**src/rtl/ivr_pkg.sv**
```systemverilog
package ivr_pkg;
  typedef logic [127:0] vec_t;

  typedef struct packed {
    logic [7:0]  src;
    logic [27:0] data;
    logic [7:0]  ring;
    logic [7:0]  vmid;
    logic [15:0] pasid;
  } evt_t;

  localparam logic [2:0] RA_CTRL  = 3'd0;
  localparam logic [2:0] RA_BASE  = 3'd1;
  localparam logic [2:0] RA_RPTR  = 3'd2;
  localparam logic [2:0] RA_WPTR  = 3'd3;
  localparam logic [2:0] RA_WB_LO = 3'd4;
  localparam logic [2:0] RA_WB_HI = 3'd5;
  localparam logic [2:0] RA_STAT  = 3'd6;

  localparam int CTRL_W     = 10;
  localparam int CB_EN      = 0;
  localparam int CB_SIZE    = 1;
  localparam int SIZE_W     = 5;
  localparam int CB_OVF_EN  = 6;
  localparam int CB_OVF_CLR = 7;
  localparam int CB_WB_EN   = 8;
  localparam int CB_GIE     = 9;

  function automatic vec_t pack_vec(evt_t e);
    return {32'h0, e.pasid, e.vmid, e.ring, 4'h0, e.data, 24'h0, e.src};
  endfunction
endpackage

```
**src/rtl/ivr_fifo.sv**
```systemverilog
module ivr_fifo
  import ivr_pkg::*;
#(
  parameter int DEPTH = 4
) (
  input  logic clk_i,
  input  logic rst_ni,
  input  logic flush_i,
  input  logic push_i,
  input  vec_t din_i,
  input  logic pop_i,
  output vec_t head_o,
  output logic empty_o,
  output logic full_o
);
  localparam int IDX_W = (DEPTH > 1) ? $clog2(DEPTH) : 1;
  localparam int CNT_W = $clog2(DEPTH + 1);
  localparam logic [IDX_W-1:0] LAST = IDX_W'(DEPTH - 1);
  localparam logic [CNT_W-1:0] CMAX = CNT_W'(DEPTH);

  vec_t             store_q [DEPTH];
  logic [IDX_W-1:0] wr_q, rd_q;
  logic [CNT_W-1:0] cnt_q;

  assign empty_o = (cnt_q == '0);
  assign full_o  = (cnt_q == CMAX);
  assign head_o  = store_q[rd_q];

  always_ff @(posedge clk_i or negedge rst_ni) begin
    if (!rst_ni) begin
      wr_q  <= '0;
      rd_q  <= '0;
      cnt_q <= '0;
    end else if (flush_i) begin
      wr_q  <= '0;
      rd_q  <= '0;
      cnt_q <= '0;
    end else begin
      if (push_i) wr_q <= (wr_q == LAST) ? '0 : wr_q + 1'b1;
      if (pop_i)  rd_q <= (rd_q == LAST) ? '0 : rd_q + 1'b1;
      if (push_i && !pop_i)      cnt_q <= cnt_q + 1'b1;
      else if (pop_i && !push_i) cnt_q <= cnt_q - 1'b1;
    end
  end

  always_ff @(posedge clk_i) begin
    if (push_i && !flush_i) store_q[wr_q] <= din_i;
  end

  p_no_overrun_r9: assert property (@(posedge clk_i) disable iff (!rst_ni)
    (push_i && !flush_i) |-> (!full_o || pop_i));
  p_no_underrun_r8: assert property (@(posedge clk_i) disable iff (!rst_ni)
    pop_i |-> !empty_o);
endmodule

```
**src/rtl/ivr_regs.sv**
```systemverilog
module ivr_regs
  import ivr_pkg::*;
#(
  parameter int BASE_W = 32,
  parameter int PTR_W  = 16
) (
  input  logic                clk_i,
  input  logic                rst_ni,
  input  logic                we_i,
  input  logic [2:0]          addr_i,
  input  logic [31:0]         wdata_i,
  input  logic [PTR_W-1:0]    rptr_i,
  input  logic [PTR_W-1:0]    wptr_i,
  input  logic                ovf_i,
  input  logic                busy_i,
  input  logic                drop_i,
  output logic [CTRL_W-1:0]   ctrl_o,
  output logic [BASE_W-1:0]   base_o,
  output logic [39:0]         wb_addr_o,
  output logic                rptr_we_o,
  output logic [31:0]         rdata_o
);
  localparam int PAD = 31 - PTR_W;

  logic [31:0] wb_lo_q;
  logic [7:0]  wb_hi_q;

  always_ff @(posedge clk_i or negedge rst_ni) begin
    if (!rst_ni) begin
      ctrl_o  <= '0;
      base_o  <= '0;
      wb_lo_q <= '0;
      wb_hi_q <= '0;
    end else if (we_i) begin
      case (addr_i)
        RA_CTRL:  ctrl_o  <= wdata_i[CTRL_W-1:0];
        RA_BASE:  base_o  <= wdata_i[BASE_W-1:0];
        RA_WB_LO: wb_lo_q <= wdata_i;
        RA_WB_HI: wb_hi_q <= wdata_i[7:0];
        default: ;
      endcase
    end
  end

  assign rptr_we_o = we_i && (addr_i == RA_RPTR);
  assign wb_addr_o = {wb_hi_q, wb_lo_q};

  always_comb begin
    case (addr_i)
      RA_CTRL:  rdata_o = 32'(ctrl_o);
      RA_BASE:  rdata_o = 32'(base_o);
      RA_RPTR:  rdata_o = {1'b0, {PAD{1'b0}}, rptr_i};
      RA_WPTR:  rdata_o = {ovf_i, {PAD{1'b0}}, wptr_i};
      RA_WB_LO: rdata_o = wb_lo_q;
      RA_WB_HI: rdata_o = {24'h0, wb_hi_q};
      RA_STAT:  rdata_o = {30'h0, drop_i, busy_i};
      default:  rdata_o = '0;
    endcase
  end
endmodule

```
**src/rtl/ivr_ptr.sv**
```systemverilog
module ivr_ptr
  import ivr_pkg::*;
#(
  parameter int PTR_W = 16
) (
  input  logic              clk_i,
  input  logic              rst_ni,
  input  logic              en_i,
  input  logic [SIZE_W-1:0] size_i,
  input  logic              ovf_en_i,
  input  logic              ovf_clr_i,
  input  logic              wb_en_i,
  input  logic              adv_i,
  input  logic              drop_set_i,
  input  logic              rptr_we_i,
  input  logic [PTR_W-1:0]  rptr_wdata_i,
  output logic [PTR_W-1:0]  wptr_o,
  output logic [PTR_W-1:0]  rptr_o,
  output logic              ovf_o,
  output logic              drop_o,
  output logic              wb_we_o,
  output logic [31:0]       wb_data_o
);
  localparam int PAD = 31 - PTR_W;
  localparam logic [PTR_W-1:0] STEP = PTR_W'(16);

  logic [PTR_W-1:0] mask, wptr_nxt;
  logic             full, ovf_nxt;

  // ring bytes = 4 << size; entries are 16-byte aligned
  always_comb begin
    for (int i = 0; i < PTR_W; i++) mask[i] = (i >= 4) && (i < int'(size_i) + 2);
  end

  assign wptr_nxt = (wptr_o + STEP) & mask;
  assign full     = (wptr_nxt == rptr_o);
  assign ovf_nxt  = ovf_clr_i ? 1'b0 : (ovf_o || (adv_i && full && ovf_en_i));

  always_ff @(posedge clk_i or negedge rst_ni) begin
    if (!rst_ni) begin
      wptr_o    <= '0;
      rptr_o    <= '0;
      ovf_o     <= 1'b0;
      drop_o    <= 1'b0;
      wb_we_o   <= 1'b0;
      wb_data_o <= '0;
    end else if (!en_i) begin
      wptr_o    <= '0;
      rptr_o    <= '0;
      ovf_o     <= 1'b0;
      drop_o    <= 1'b0;
      wb_we_o   <= 1'b0;
      wb_data_o <= '0;
    end else begin
      if (adv_i) begin
        wptr_o    <= wptr_nxt;
        wb_data_o <= {ovf_nxt, {PAD{1'b0}}, wptr_nxt};
      end
      ovf_o   <= ovf_nxt;
      wb_we_o <= adv_i && wb_en_i;
      if (rptr_we_i)  rptr_o <= rptr_wdata_i & mask;
      if (drop_set_i) drop_o <= 1'b1;
    end
  end

  p_ptr_step_r2: assert property (@(posedge clk_i) disable iff (!rst_ni)
    (en_i && adv_i) |=> (wptr_o == (($past(wptr_o) + STEP) & $past(mask))));
  p_ptr_align_r2: assert property (@(posedge clk_i) disable iff (!rst_ni)
    (wptr_o[3:0] == 4'h0) && (rptr_o[3:0] == 4'h0));
  p_dis_clear_r6: assert property (@(posedge clk_i) disable iff (!rst_ni)
    !en_i |=> (wptr_o == '0 && rptr_o == '0 && !ovf_o && !drop_o));
  p_ovf_clr_r5: assert property (@(posedge clk_i) disable iff (!rst_ni)
    (en_i && ovf_clr_i) |=> !ovf_o);
  p_ovf_set_r4: assert property (@(posedge clk_i) disable iff (!rst_ni)
    (en_i && adv_i && ovf_en_i && !ovf_clr_i && full) |=> ovf_o);
  p_wb_follow_r7: assert property (@(posedge clk_i) disable iff (!rst_ni)
    wb_we_o |-> ($past(adv_i) && $past(wb_en_i)));
endmodule

```
**src/rtl/ivr_writer.sv**
```systemverilog
module ivr_writer
  import ivr_pkg::*;
#(
  parameter int PTR_W      = 16,
  parameter int FIFO_DEPTH = 4,
  parameter int ADDR_W     = 40
) (
  input  logic                clk_i,
  input  logic                rst_ni,
  input  logic                evt_valid_i,
  input  logic [7:0]          evt_src_i,
  input  logic [27:0]         evt_data_i,
  input  logic [7:0]          evt_ring_i,
  input  logic [7:0]          evt_vmid_i,
  input  logic [15:0]         evt_pasid_i,
  input  logic                reg_we_i,
  input  logic [2:0]          reg_addr_i,
  input  logic [31:0]         reg_wdata_i,
  output logic [31:0]         reg_rdata_o,
  output logic                mem_we_o,
  output logic [ADDR_W-1:0]   mem_addr_o,
  output logic [127:0]        mem_wdata_o,
  input  logic                mem_stall_i,
  output logic                wb_we_o,
  output logic [39:0]         wb_addr_o,
  output logic [31:0]         wb_data_o,
  output logic                irq_o
);
  localparam int BASE_W = ADDR_W - 8;

  logic [CTRL_W-1:0] ctrl;
  logic [BASE_W-1:0] base;
  logic              rptr_we, en, empty, full, push, pop, drop_set, ovf, drop;
  logic [PTR_W-1:0]  wptr, rptr;
  evt_t              evt;
  vec_t              head;

  assign en  = ctrl[CB_EN] && ctrl[CB_GIE];
  assign evt = '{src: evt_src_i, data: evt_data_i, ring: evt_ring_i,
                 vmid: evt_vmid_i, pasid: evt_pasid_i};

  assign pop      = en && !empty && !mem_stall_i;
  assign push     = en && evt_valid_i && (!full || pop);
  assign drop_set = en && evt_valid_i && full && !pop;

  ivr_regs #(.BASE_W(BASE_W), .PTR_W(PTR_W)) u_regs (
    .clk_i, .rst_ni,
    .we_i      (reg_we_i),
    .addr_i    (reg_addr_i),
    .wdata_i   (reg_wdata_i),
    .rptr_i    (rptr),
    .wptr_i    (wptr),
    .ovf_i     (ovf),
    .busy_i    (!empty),
    .drop_i    (drop),
    .ctrl_o    (ctrl),
    .base_o    (base),
    .wb_addr_o (wb_addr_o),
    .rptr_we_o (rptr_we),
    .rdata_o   (reg_rdata_o)
  );

  ivr_fifo #(.DEPTH(FIFO_DEPTH)) u_fifo (
    .clk_i, .rst_ni,
    .flush_i (!en),
    .push_i  (push),
    .din_i   (pack_vec(evt)),
    .pop_i   (pop),
    .head_o  (head),
    .empty_o (empty),
    .full_o  (full)
  );

  ivr_ptr #(.PTR_W(PTR_W)) u_ptr (
    .clk_i, .rst_ni,
    .en_i         (en),
    .size_i       (ctrl[CB_SIZE +: SIZE_W]),
    .ovf_en_i     (ctrl[CB_OVF_EN]),
    .ovf_clr_i    (ctrl[CB_OVF_CLR]),
    .wb_en_i      (ctrl[CB_WB_EN]),
    .adv_i        (pop),
    .drop_set_i   (drop_set),
    .rptr_we_i    (rptr_we),
    .rptr_wdata_i (reg_wdata_i[PTR_W-1:0]),
    .wptr_o       (wptr),
    .rptr_o       (rptr),
    .ovf_o        (ovf),
    .drop_o       (drop),
    .wb_we_o      (wb_we_o),
    .wb_data_o    (wb_data_o)
  );

  assign mem_we_o    = pop;
  assign mem_addr_o  = {base, 8'h00} + ADDR_W'(wptr);
  assign mem_wdata_o = head;
  assign irq_o       = en && ((rptr != wptr) || ovf);

  p_irq_en_r3: assert property (@(posedge clk_i) disable iff (!rst_ni)
    irq_o |-> en);
  p_stall_hold_r2: assert property (@(posedge clk_i) disable iff (!rst_ni)
    mem_stall_i |-> !mem_we_o);
  p_dis_ignore_r10: assert property (@(posedge clk_i) disable iff (!rst_ni)
    !en |=> !mem_we_o);
endmodule

```
**config.mk**
```make
export PLATFORM = sky130hd
export DESIGN_NAME = ivr_writer
export DESIGN_NICKNAME = d
export VERILOG_FILES = /design/src/rtl/ivr_pkg.sv /design/src/rtl/ivr_fifo.sv /design/src/rtl/ivr_regs.sv /design/src/rtl/ivr_ptr.sv /design/src/rtl/ivr_writer.sv
export SDC_FILE = /design/constraint.sdc
export NUM_CORES = 1
export LEC_CHECK = 0
export CAP_MARGIN = 20
export CORE_ASPECT_RATIO = 1.25
export CORE_MARGIN = 4
export CORE_UTILIZATION = 54
export DETAILED_ROUTE_END_ITERATION = 8
export DONT_BUFFER_PORTS = 1
export GPL_TIMING_DRIVEN = 0
export PLACE_DENSITY = 0.69
export SLEW_MARGIN = 10
export SYNTH_ARGS = -nofsm -noshare
export SYNTH_HDL_FRONTEND = slang
export SYNTH_HIERARCHICAL = 1
export SYNTH_SLANG_ARGS = --single-unit
```
**constraint.sdc**
```tcl
create_clock -name clk_i -period 5.3 [get_ports clk_i]
set_input_delay 0.53 -clock clk_i [delete_from_list [all_inputs] [get_ports clk_i]]
set_output_delay 0.53 -clock clk_i [all_outputs]
set_load 0.05 [all_outputs]
```
# Yosys cells after proc, flatten, opt, wreduce, memory -nomap -nowiden
# Memory sizes are Yosys's and may differ from the RTL's.
# Cells that the tools add are included.
# totals
regBits	156
ramBits	272
inputBits	108
wordCells	103
memories	1
# memory_table
name	words	width	read_ports	rd_clocked_by_memory_dff	wr	line_no	text
u_fifo.store_q	4	68	1	0	1	ivr_fifo.sv:21	vec_t store_q [DEPTH];
# classes
add_sub_neg	7
n_lt_le_gt_ge	12
eq_ne	16
mux	23
bitwise_logic	2
reduce_logical	29
# ops
operator	count
$lt 5x32->1 const A	8
$pmux 32 s7	1
$lt 4x32->1 const A	4
$mux 16	4
$mux 32	2
$add 40x16->40	1
$and 16x16->16	2
$add 16x5->16 const B	1
$eq 16x16->1	1
$ne 16x16->1	1
$logic_and 1x1->1	15
$eq 3x3->1 const B	4
$mux 2	6
$mux 3	3
$reduce_and 2->1	4
$mux 1	7
$add 5x2->6 const B	1
$eq 3x2->1 const B	2
$logic_not 3->1	2
$ne 2x1->1 const B	3
$logic_not 1->1	5
$add 2x1->2 const B	2
$eq 2x2->1 const B	2
$add 3x1->3 const B	1
other kinds (5)	7

# Longest topological paths before layout
# depth
word_depth	11
mapped_depth	10

# Cells and area by module
# Netlist, hierarchy kept.
# modules_own_cells
module	n_inst	cells_each	area_per_inst_um2
ivr_fifo	1	716	18933.2
ivr_regs	1	317	4251.6
ivr_ptr	1	295	2483.6
ivr_writer	1	146	1048.5

# Least setup slack after synthesis
# No wires, ideal clock.
# synth_path
path_type	input -> register
start	in mem_stall_i
end	mem u_fifo/store_q[0][0] in the netlist's numbering (enable)
setup_time_ps	503
arrival_time_ps	5593
t_required_ps	4797
setup_slack_ps	-796
path_stages	6
path_buffers	1
path_cell_list	nor3_1 nand2b_1 nor2b_1 buf_2 nor2b_1 and2_1
# synth_between
elab_chain_cells	7
# synth_rtl
element	line_no	text
from (decl)	ivr_writer.sv:23	input logic mem_stall_i,
$logic_not 1->1	ivr_writer.sv:42	assign pop = en && !empty && !mem_stall_i;
$logic_and 1x1->1	ivr_writer.sv:42	
$logic_or 1x1->1	ivr_writer.sv:43	assign push = en && evt_valid_i && (!full || pop);
$logic_and 1x1->1	ivr_writer.sv:43	
named net push	ivr_writer.sv:33	logic rptr_we, en, empty, full, push, pop, drop_set, ovf, drop;
$logic_and 1x1->1	ivr_fifo.sv:47	if (push_i && !flush_i) store_q[wr_q] <= din_i;
$mux 1	ivr_fifo.sv:47	
$mux 1 (implied by the code)	ivr_fifo.sv:47	
to (decl)	ivr_fifo.sv:21	
# The timed path passes the listed nets, and every way through them passes these cells.

==> flow_metrics.tcl <==
set metrics [dict create \
    cp.arrival_ns 4.13 \
    p_sw_frac 0.273 \
    dp_hpwl_um 42700 \
    ys_async_sr_fraction 0.186 \
    grt_pass1_wl_um 95500 \
    setup_viol 0 \
    num_rows 90 \
    fillers 3446 \
    synth_seq_area_share 0.685 \
    syn2layout_area_growth_pct 18.1 \
    routabilityCongestion 0.888 \
    drc_errors 0 \
    die_width_um 207 \
    ioPinCount 383 \
    worst_setup_path_end_kind "output port" \
    grt_util_all_layers 0.237 \
    layout_setup_ws_ns 0.636 \
    min_path_type "in -> reg" \
    ant_nets 0 \
    period_minus_slack_ns 4.66 \
    crit_type "reg -> out" \
    p_sw_mw 3.13 \
    clkTransAtPathRegs_ns 0.06 \
    ir_worst_vdd_uv 474 \
    final_common_cell "edfxtp_1" \
    whs_ns 0.0575 \
    first_pass_iters 4 \
    hold_viol_final 0 \
    clock_skew_ns 0.0378 \
    slew_viol_final 0 \
    via_count 14400 \
    intPower_mw 8.36 \
    met2_usage 0.410 \
    layout_common_cells "edfxtp_1 (512), conb_1 (267), mux4_2 (129), dfrtp_1 (117), dlygate4sd3_1 (69)" \
    grt_pass1_vias 15500 \
    netlist_area_sq_mm 0.0267 \
    dieArea_sq_mm 0.0531 \
    critPathLaunchType "register" \
    finalCritPeriodShare 0.880 \
    critPathRequiredTime_ns 4.77 \
    core-area_sq_mm 0.0486 \
    antenna_found_initial 4 \
    synth-edff-count 512 \
    p_clk_frac 0.365 \
    grt.busiest_layer "met2" \
    grtUsageMet1 0.291 \
    max_freq_mhz 214 \
    cts_tree "done" \
    tightest_slew_ns 1.18 \
    avgSynthCellArea_sq_um 18.1 \
    power.density_mw_per_mm2 364 \
    yosys_warnings 6 \
    htree_levels 2 \
    synthDistinctLibCells 83 \
    place_ws_ns 1.31 \
    status "complete, no violations" \
    whs_path_depth 1 \
    grt_max_degree 118 \
    initial_core_util 0.549 \
    cts_sinks 629 \
    clock-root-buffer "clkbuf_16" \
    nets 2019 \
    drt-wirelength-per-cell_um 24.2 \
    max-cap-violations 0 \
    grt_overflow_total 0 \
    path_max_fanout 10 \
    port_buffers 0 \
    die_y_um 257 \
    grt_setup_unrepaired "false" \
    wl_um 62500 \
    combPwrFrac 0.116 \
    drt_iter0_markers 861 \
    power_leakage_nw 11.2 \
    tns_ns 0 \
    reg2regPathDepth 9 \
    synth_seq_cells 629 \
    groute.layer.met3.usage 0.0691 \
    clock_latency_ns 0.64 \
    seqPwrFrac 0.519 \
    final_layout_size_suffix_gt1_frac 0.231 \
    post_cts_buffers 0 \
    cts-buffers-inserted 59 \
    syn_inst 1474 \
    routed_via_density 5.55 \
    clock_path_buffers 3 \
    ys.flop_type "edfxtp_1" \
    max_slew_margin 0.211 \
]
==> Yosys cell counts, types with 11 or more instances <==
| master | n | area, sq um |
|---|---|---|
| edfxtp_1 | 512 | 15400 |
| mux4_2 | 129 | 2910 |
| dfrtp_1 | 117 | 2930 |
| mux2_2 | 58 | 653 |
| buf_4 | 46 | 345 |
| xnor2_1 | 44 | 385 |
| nand2_1 | 42 | 158 |
| nor2_1 | 39 | 146 |
| mux2_4 | 30 | 450 |
| buf_2 | 28 | 140 |
| nand3_1 | 26 | 130 |
| mux2i_1 | 24 | 240 |
| a21oi_1 | 22 | 110 |
| o21ai_0 | 21 | 105 |
| inv_1 | 20 | 75.1 |
| nor2b_1 | 20 | 125 |
| a22oi_1 | 18 | 135 |
| and2_1 | 17 | 106 |
| buf_6 | 17 | 191 |
| nor3_1 | 17 | 85.1 |
| ha_1 | 16 | 200 |
| xor2_1 | 15 | 131 |
| nand4_1 | 13 | 81.3 |
| o21a_1 | 13 | 97.6 |
| nand2b_1 | 12 | 75.1 |
| clkbuf_1 | 11 | 41.3 |
==> registers in the layout, summed over array words and instances (netlist names), 2 cells and up <==
| register | flops |
|---|---|
| u_fifo/cnt_q | 3 |
| u_fifo/rd_q | 2 |
| u_ptr/wb_data_o | 13 |
| u_regs/ctrl_o | 10 |
| u_regs/base_o | 32 |
| u_fifo/store_q | 512 |
| u_regs/wb_hi_q | 8 |
| u_fifo/wr_q | 2 |
| u_ptr/rptr_o | 12 |
| u_regs/wb_lo_q | 32 |
==> path summary, 6_finish.rpt <==
kind,endpoint,from,slack [ns]
max in group asynchronous,u_regs/base_o[21],rst_ni,4.25
min,u_regs/wb_lo_q[28],reg_wdata_i[28],0.06
min in group asynchronous,u_regs/wb_hi_q[7],rst_ni,0.59
max reg2reg,u_fifo/store_q[0][67],u_regs/ctrl_o[9],1.73
max,mem_addr_o[26],u_ptr/wb_data_o[8],0.64
min reg2reg,u_regs/ctrl_o[0],u_regs/ctrl_o[0],0.54
==> metrics by stage <==
| step | total power, mW | utilization | cells | cell area, sq um |
|---|---|---|---|---|
| global placement | 7.25 | 0.586 | 2383 | 28500 |
| detailed placement | 7.30 | 0.594 | 2405 | 28900 |
| CTS | 11.6 | 0.648 | 2582 | 31500 |
| global route | 11.9 | 0.649 | 2587 | 31600 |
| finish | 11.5 | 0.649 | 2587 | 31600 |
| floorplan | 6.99 | - | 1739 | 27700 |
==> power groups by stage <==
stage,sequential [mW],combinational [mW],clock [mW]
3_5_place_dp,6.07,1.23,0
5_1_grt,5.98,1.42,4.53
6_report,5.97,1.33,4.19
4_1_cts,5.96,1.32,4.30
3_3_place_gp,6.06,1.19,0
2_1_floorplan,5.98,1.01,0
==> metal layers <==
metal | vias up | routed length, um
met5 | - | 0
met2 | 557 | 32500
met3 | 107 | 5370
li1 | 6384 | -
met4 | 0 | 1870
met1 | 7305 | 22800
==> critical path, cell delays in order (launching register included) <==
cell and delay (ns):
dfrtp_1 0.81, buf_4 0.26, ha_1 0.18, fa_1 0.26
a21o_1 0.14, a21oi_1 0.13, o31ai_2 0.37, buf_2 0.30
nand3_1 0.14, xnor2_1 0.95
==> cells by family (layout without fill, tap and decap cells) <==
group | after synthesis | count (layout) | synth area share
DFF | 629 | 629 | 0.685
muxes | 248 | 248 | 0.162
and+or+nand+nor | 240 | 240 | 0.0514
AOI/OAI and AO/OA | 148 | 148 | 0.0402
buffers and inverters | 130 | 330 | 0.0327
xor gates and xnor gates | 59 | 59 | 0.0193
adders and majority gates | 18 | 18 | 0.00899
other | 2 | 271 | 0.000281
==> final cells by class <==
type | instances | area, sq um | share of cell area
sequential | 629 | 18300 | 0.580
clock buffer | 73 | 1540 | 0.0488
buffer | 109 | 795 | 0.0252
clock inverter | 34 | 390 | 0.0124
tap | 644 | 806 | 0.0255
timing repair buffer | 93 | 1060 | 0.0335
inverter | 21 | 78.8 | 0.00250
antenna | 4 | 10.0 | 0.000317
multi-input combinational | 980 | 8580 | 0.272
==> timing repair <==
action | in CTS | in global routing
hold buffers | 70 | 0
hold endpoints to repair | 389 | 0
resized for setup | 0 | 0
Power figures use the tool's default switching activity.
